**src/rtl/mop_pkg.sv**
```systemverilog
package mop_pkg;
  localparam int OPC_W  = 4;
  localparam int SEL_W  = 3;
  localparam int ALU_W  = 2;
  localparam int NSTEPS = 7;

  // fixed datapath addresses on the shared bus
  localparam logic [SEL_W-1:0] BUS_MEM  = 3'd0;
  localparam logic [SEL_W-1:0] BUS_MAR  = 3'd1;
  localparam logic [SEL_W-1:0] BUS_PC   = 3'd2;
  localparam logic [SEL_W-1:0] BUS_MBR  = 3'd3;
  localparam logic [SEL_W-1:0] BUS_AC   = 3'd4;
  localparam logic [SEL_W-1:0] BUS_INR  = 3'd5;
  localparam logic [SEL_W-1:0] BUS_OUTR = 3'd6;
  localparam logic [SEL_W-1:0] BUS_IR   = 3'd7;

  localparam logic [ALU_W-1:0] ALU_NONE = 2'b00;
  localparam logic [ALU_W-1:0] ALU_ADD  = 2'b01;
  localparam logic [ALU_W-1:0] ALU_SUB  = 2'b10;
  localparam logic [ALU_W-1:0] ALU_CLR  = 2'b11;

  localparam logic [OPC_W-1:0] OP_LOAD  = 4'h1;
  localparam logic [OPC_W-1:0] OP_STORE = 4'h2;
  localparam logic [OPC_W-1:0] OP_ADD   = 4'h3;
  localparam logic [OPC_W-1:0] OP_SUB   = 4'h4;
  localparam logic [OPC_W-1:0] OP_JUMP  = 4'h9;
  localparam logic [OPC_W-1:0] OP_CLEAR = 4'hA;

  // one decoded line per instruction with a sequence
  typedef struct packed {
    logic ld;
    logic st;
    logic ad;
    logic sb;
    logic jp;
    logic cl;
  } instr_lines_t;

  typedef struct packed {
    logic [SEL_W-1:0] src;
    logic [SEL_W-1:0] dst;
    logic             wr;
    logic [ALU_W-1:0] alu;
    logic             cr;
  } uop_t;
endpackage

```
**src/rtl/mop_step_ring.sv**
```systemverilog
module mop_step_ring #(
  parameter int NSTEPS = mop_pkg::NSTEPS
) (
  input  logic              clk,
  input  logic              rst_n,
  input  logic              clr,
  output logic [NSTEPS-1:0] step
);
  logic [NSTEPS-1:0] ring_q;

  // each bit is a flop; bit 0 is loaded by wrap or by the return pulse
  for (genvar i = 0; i < NSTEPS; i++) begin : g_bit
    if (i == 0) begin : g_head
      always_ff @(posedge clk or negedge rst_n) begin
        if (!rst_n) ring_q[i] <= 1'b1;
        else        ring_q[i] <= clr | ring_q[NSTEPS-1];
      end
    end else begin : g_tail
      always_ff @(posedge clk or negedge rst_n) begin
        if (!rst_n) ring_q[i] <= 1'b0;
        else        ring_q[i] <= ~clr & ring_q[i-1];
      end
    end
  end

  assign step = ring_q;
endmodule

```
**src/rtl/mop_opdecode.sv**
```systemverilog
module mop_opdecode #(
  parameter int OPC_W = mop_pkg::OPC_W
) (
  input  logic [OPC_W-1:0]     opcode,
  output mop_pkg::instr_lines_t lines
);
  import mop_pkg::*;

  always_comb begin
    lines    = '0;
    lines.ld = (opcode == OPC_W'(OP_LOAD));
    lines.st = (opcode == OPC_W'(OP_STORE));
    lines.ad = (opcode == OPC_W'(OP_ADD));
    lines.sb = (opcode == OPC_W'(OP_SUB));
    lines.jp = (opcode == OPC_W'(OP_JUMP));
    lines.cl = (opcode == OPC_W'(OP_CLEAR));
  end
endmodule

```
**src/rtl/mop_matrix.sv**
```systemverilog
module mop_matrix #(
  parameter int USED_STEPS = 4
) (
  input  mop_pkg::instr_lines_t  lines,
  input  logic [USED_STEPS-1:0]  step,
  output mop_pkg::uop_t          uop
);
  import mop_pkg::*;

  localparam int NXFER = 9;

  // transfer table: driver, receiver, ALU code for each product term
  localparam logic [SEL_W-1:0] XSRC [NXFER] = '{
    BUS_IR, BUS_MEM, BUS_MBR, BUS_MBR, BUS_MBR, BUS_AC, BUS_MBR, BUS_IR, BUS_MEM};
  localparam logic [SEL_W-1:0] XDST [NXFER] = '{
    BUS_MAR, BUS_MBR, BUS_AC, BUS_AC, BUS_AC, BUS_MBR, BUS_MEM, BUS_PC, BUS_AC};
  localparam logic [ALU_W-1:0] XALU [NXFER] = '{
    ALU_NONE, ALU_NONE, ALU_NONE, ALU_ADD, ALU_SUB, ALU_NONE, ALU_NONE, ALU_NONE, ALU_CLR};

  logic             mem_class;  // instructions that go through MAR
  logic             rd_class;   // instructions that read memory into MBR
  logic [NXFER-1:0] hit;

  assign mem_class = lines.ld | lines.st | lines.ad | lines.sb;
  assign rd_class  = lines.ld | lines.ad | lines.sb;

  // AND of instruction line and timing step per transfer
  assign hit[0] = mem_class & step[0];
  assign hit[1] = rd_class  & step[1];
  assign hit[2] = lines.ld  & step[2];
  assign hit[3] = lines.ad  & step[2];
  assign hit[4] = lines.sb  & step[2];
  assign hit[5] = lines.st  & step[1];
  assign hit[6] = lines.st  & step[2];
  assign hit[7] = lines.jp  & step[0];
  assign hit[8] = lines.cl  & step[0];

  // OR plane: at most one term is live per step
  always_comb begin
    uop = '0;
    for (int i = 0; i < NXFER; i++) begin
      if (hit[i]) begin
        uop.src = uop.src | XSRC[i];
        uop.dst = uop.dst | XDST[i];
        uop.alu = uop.alu | XALU[i];
        uop.wr  = 1'b1;
      end
    end
    uop.cr = (mem_class & step[3]) | ((lines.jp | lines.cl) & step[1]);
  end
endmodule

```
**src/rtl/mop_ctrl_unit.sv**
```systemverilog
module mop_ctrl_unit #(
  parameter int OPC_W  = mop_pkg::OPC_W,
  parameter int SEL_W  = mop_pkg::SEL_W,
  parameter int ALU_W  = mop_pkg::ALU_W,
  parameter int NSTEPS = mop_pkg::NSTEPS
) (
  input  logic              clk,
  input  logic              rst_n,
  input  logic [OPC_W-1:0]  opcode,
  output logic [NSTEPS-1:0] step,
  output logic [SEL_W-1:0]  src_sel,
  output logic [SEL_W-1:0]  dst_sel,
  output logic              wr_en,
  output logic [ALU_W-1:0]  alu_op,
  output logic              cnt_rst
);
  localparam int USED_STEPS = 4;  // longest sequence including its return step

  mop_pkg::instr_lines_t lines;
  mop_pkg::uop_t         uop;
  logic [NSTEPS-1:0]     ring;

  mop_step_ring #(.NSTEPS(NSTEPS)) u_ring (
    .clk   (clk),
    .rst_n (rst_n),
    .clr   (uop.cr),
    .step  (ring)
  );

  mop_opdecode #(.OPC_W(OPC_W)) u_dec (
    .opcode (opcode),
    .lines  (lines)
  );

  mop_matrix #(.USED_STEPS(USED_STEPS)) u_mat (
    .lines (lines),
    .step  (ring[USED_STEPS-1:0]),
    .uop   (uop)
  );

  assign step    = ring;
  assign src_sel = uop.src;
  assign dst_sel = uop.dst;
  assign wr_en   = uop.wr;
  assign alu_op  = uop.alu;
  assign cnt_rst = uop.cr;
endmodule

```
**config.mk**
```make
export PLATFORM = sky130hd
export DESIGN_NAME = mop_ctrl_unit
export DESIGN_NICKNAME = d
export VERILOG_FILES = /design/src/rtl/mop_pkg.sv /design/src/rtl/mop_step_ring.sv /design/src/rtl/mop_opdecode.sv /design/src/rtl/mop_matrix.sv /design/src/rtl/mop_ctrl_unit.sv
export SDC_FILE = /design/constraint.sdc
export NUM_CORES = 1
export LEC_CHECK = 0
export BUFFER_PORTS_ARGS = -buffer_cell sky130_fd_sc_hd__buf_4
export CORE_AREA = 2 2 39 41
export CTS_CLUSTER_DIAMETER = 30
export DETAILED_ROUTE_END_ITERATION = 10
export DIE_AREA = 0 0 41 43
export MAX_ROUTING_LAYER = met4
export PLACE_DENSITY = 0.75
export SYNTH_ARGS = -nofsm -noshare
export SYNTH_HDL_FRONTEND = slang
export SYNTH_SLANG_ARGS = --single-unit
```
**constraint.sdc**
```tcl
create_clock -name clk -period 2.5 [get_ports clk]
set_clock_uncertainty 0.2 [all_clocks]
set_input_delay 0.375 -clock clk [delete_from_list [all_inputs] [get_ports clk]]
set_output_delay 0.375 -clock clk [all_outputs]
set_load 0.01 [all_outputs]
```
==> results.md <==
* Outcome: completed
* Top cell type's share of synthesized area at 0.248
* Post-synth EDFFs at 0
* Count of pins over their slew limit at 0
* Final Hold Viols at 0
* Finish-stage setup viols at 0
* Die W at 41 um
* Initial antenna violation count at 0
* Yosys reg bits at 7
* DIE AREA at 1760 um^2
* Slew @ Worst Pin at ~340 ps
* Leakage at roughly 0.37 nW
* Die Y at 43 um
* Area occupied by multi-input gates at 382 um^2
* GR Util All Layers at 0.193
* Post-synth top cells: dfrtp_1 (6), nor2b_1 (6), and2_1 (5), nor2_1 (4), o21ai_0 (4)
* Min-Delay Path Class: in2async
* Final RePlAce weighted congestion at 0.790
* Share of cells above drive strength 1 at 0.379
* DRC viols at 0
* WP data arrival at roughly 1600 ps
* Period utilization at 0.868
* Antenna diode count at 0
* CTS H-tree lvls at 1
* Crit-path max FO at 9
* Final ANT Viol Nets at 0
* Largest area contributor in the netlist: dfrtp_1
* Synth unique cells at 33
* Setup crit start kind: register
* Max cap viols at 0
* Reg clk slew, reported paths at 50 ps
* Final WL at 1340 um
* Crit end category: primary output
* Max reg flops at 7
* I/O Pins at 23
* Cell count after synthesis at 65
* Post-DP HPWL at 973 um
* Max layer used: met4
* Rows at 14
* First-pass GRT wire length at 2150 um
* Wire length on met3 at roughly 62 um
* Via count of the first global-routing pass at 481
* CP Data Required Time at 1920 ps
* CTS tree: yes
* Largest cells by area after synthesis: dfrtp_1 (25%), nor2b_1 (6.2%), and2_1 (5.2%)
* Post-synthesis sequential area ratio at 0.292
* Clock Path Buffers at 2
* Post-route design area at 783 um^2
* Maximum clock rate at between 400 and 500 MHz
* Met1 Wirelength at 579 um
* Vias/cell at 5.25
* Fin nets at 94
* Num Clock Sinks at 7
* Syn avg cell area at 9.30 um^2
* Async SR Flop Fraction at 1.00
* Via count at about 540
* Initial core utilization at 0.437
* Synth warn at 0
* Core ar. at roughly 1400 um^2
* First DRT Iteration DRCs at 9
* Total CTS buffers at 3
* Area growth, synth to finish at 29.6%
* Average routed wire per standard cell at 13.0 um
* Non-filler cells, final at 103
* Worst skew pair latency at ~260 ps
* Register area at 176 um^2
* Unrepaired setup endpoints after global routing: no
* Post-DP Area at 747 um^2
* PwrDens at around 330 nW/um^2
* Fillers at 126
* Syn_nets at 71
* Highest ir drop seen on vdd at 297 uV
* Mapped Area at 604 um^2
* Critical path class: reg2out
* Placed cells at about 100
* Total power after layout at between 0.2 and 0.3 mW
* Total grt overflow at 0
* Min Tclk post-route at 2170 ps
* Met2 wire length at 669 um
* IO Port Bufs at 22
* Largest net degree at the start of global routing at 13
* Post_cts resized at 0
* Setup TNS at 0 ps
* Normalized max-slew margin at 0.776
* DRT Pass-1 Iters at 4
* Top_reg_cell synth: dfrtp_1
* Clk root buf: clkbuf_4
==> worst max-delay path: stages (launching register included) <==
cell and delay, ps:
dfstp_2 590, nor2b_1 240, nand3b_1 100, o21a_1 100, o21ai_0 150, buf_4 150
==> final cells by class <==
type	instances	share of cell area
flip-flops and latches	7	0.225
clock buffers	4	0.0335
repair buffers	23	0.224
well taps	16	0.0256
inverters	1	0.00479
multi-input cells	52	0.487
==> kinds of logic (layout without fill, tap and decap cells) <==
group           Yosys count  count (layout)  synth area share
buf+inv                   6              28            0.0766
compound gates           17              17             0.215
flops                     7               7             0.292
xor+xnor                  2               2            0.0414
simple gates             33              33             0.375
==> repair_timing <==
item                      4_1_cts  5_1_grt
hold endpoints to repair        7        0
buffers inserted                0        0
hold buffers                    1        0
==> where the power goes <==
part | switching, mW | total (mW) | internal [mW]
clock | 0.0445 | 0.106 | 0.0611
sequential | 0 | 0.114 | 0.114
combinational | 0.0247 | 0.0391 | 0.0144
total | 0.0692 | 0.258 | 0.189
==> worst paths after layout <==
| check | startpoint | to | slack, ps | depth (start not counted) |
|---|---|---|---|---|
| worst max-delay path | u_ring.step[0] | src_sel[2] | 330 | 5 |
| worst min-delay path | rst_n | u_ring.step[6] | 260 | 2 |
| worst max register to register | u_ring.step[3] | u_ring.step[3] | 1120 | 3 |
| worst min register to register | u_ring.step[5] | u_ring.step[6] | 280 | 1 |
| max in group asynchronous | rst_n | u_ring.step[0] | 1640 | 2 |
| min in group clk | u_ring.step[5] | u_ring.step[6] | 280 | 1 |
==> routing by layer <==
layer  GRT usage  vias up
met5           -        -
met4       0.113        0
met3      0.0785        4
met2       0.250       16
met1       0.244      250
li1            -      271
==> layout by cell type, fill, tap and decap left out, types with 2 or more instances in the layout <==
cell type,netlist,layout
nor2_1,4,4
nand2_1,3,3
o21ai_0,4,4
nand3b_1,3,3
o21ai_1,2,2
nand2b_1,3,3
nand3_1,2,2
clkbuf_4,0,3
and2_1,5,5
dfrtp_1,6,6
nor2b_1,6,6
buf_4,2,22
a21oi_1,3,3
==> stage by stage <==
step           hold WS, ps  worst slack, ps   util
6_report               256              330  0.566
5_1_grt                271              168  0.566
4_1_cts                251              322  0.566
3_5_place_dp         -7.98              498  0.540
3_3_place_gp         -10.8              491  0.540
2_1_floorplan         -121              539      -
(Power assumes the default switching activity.)
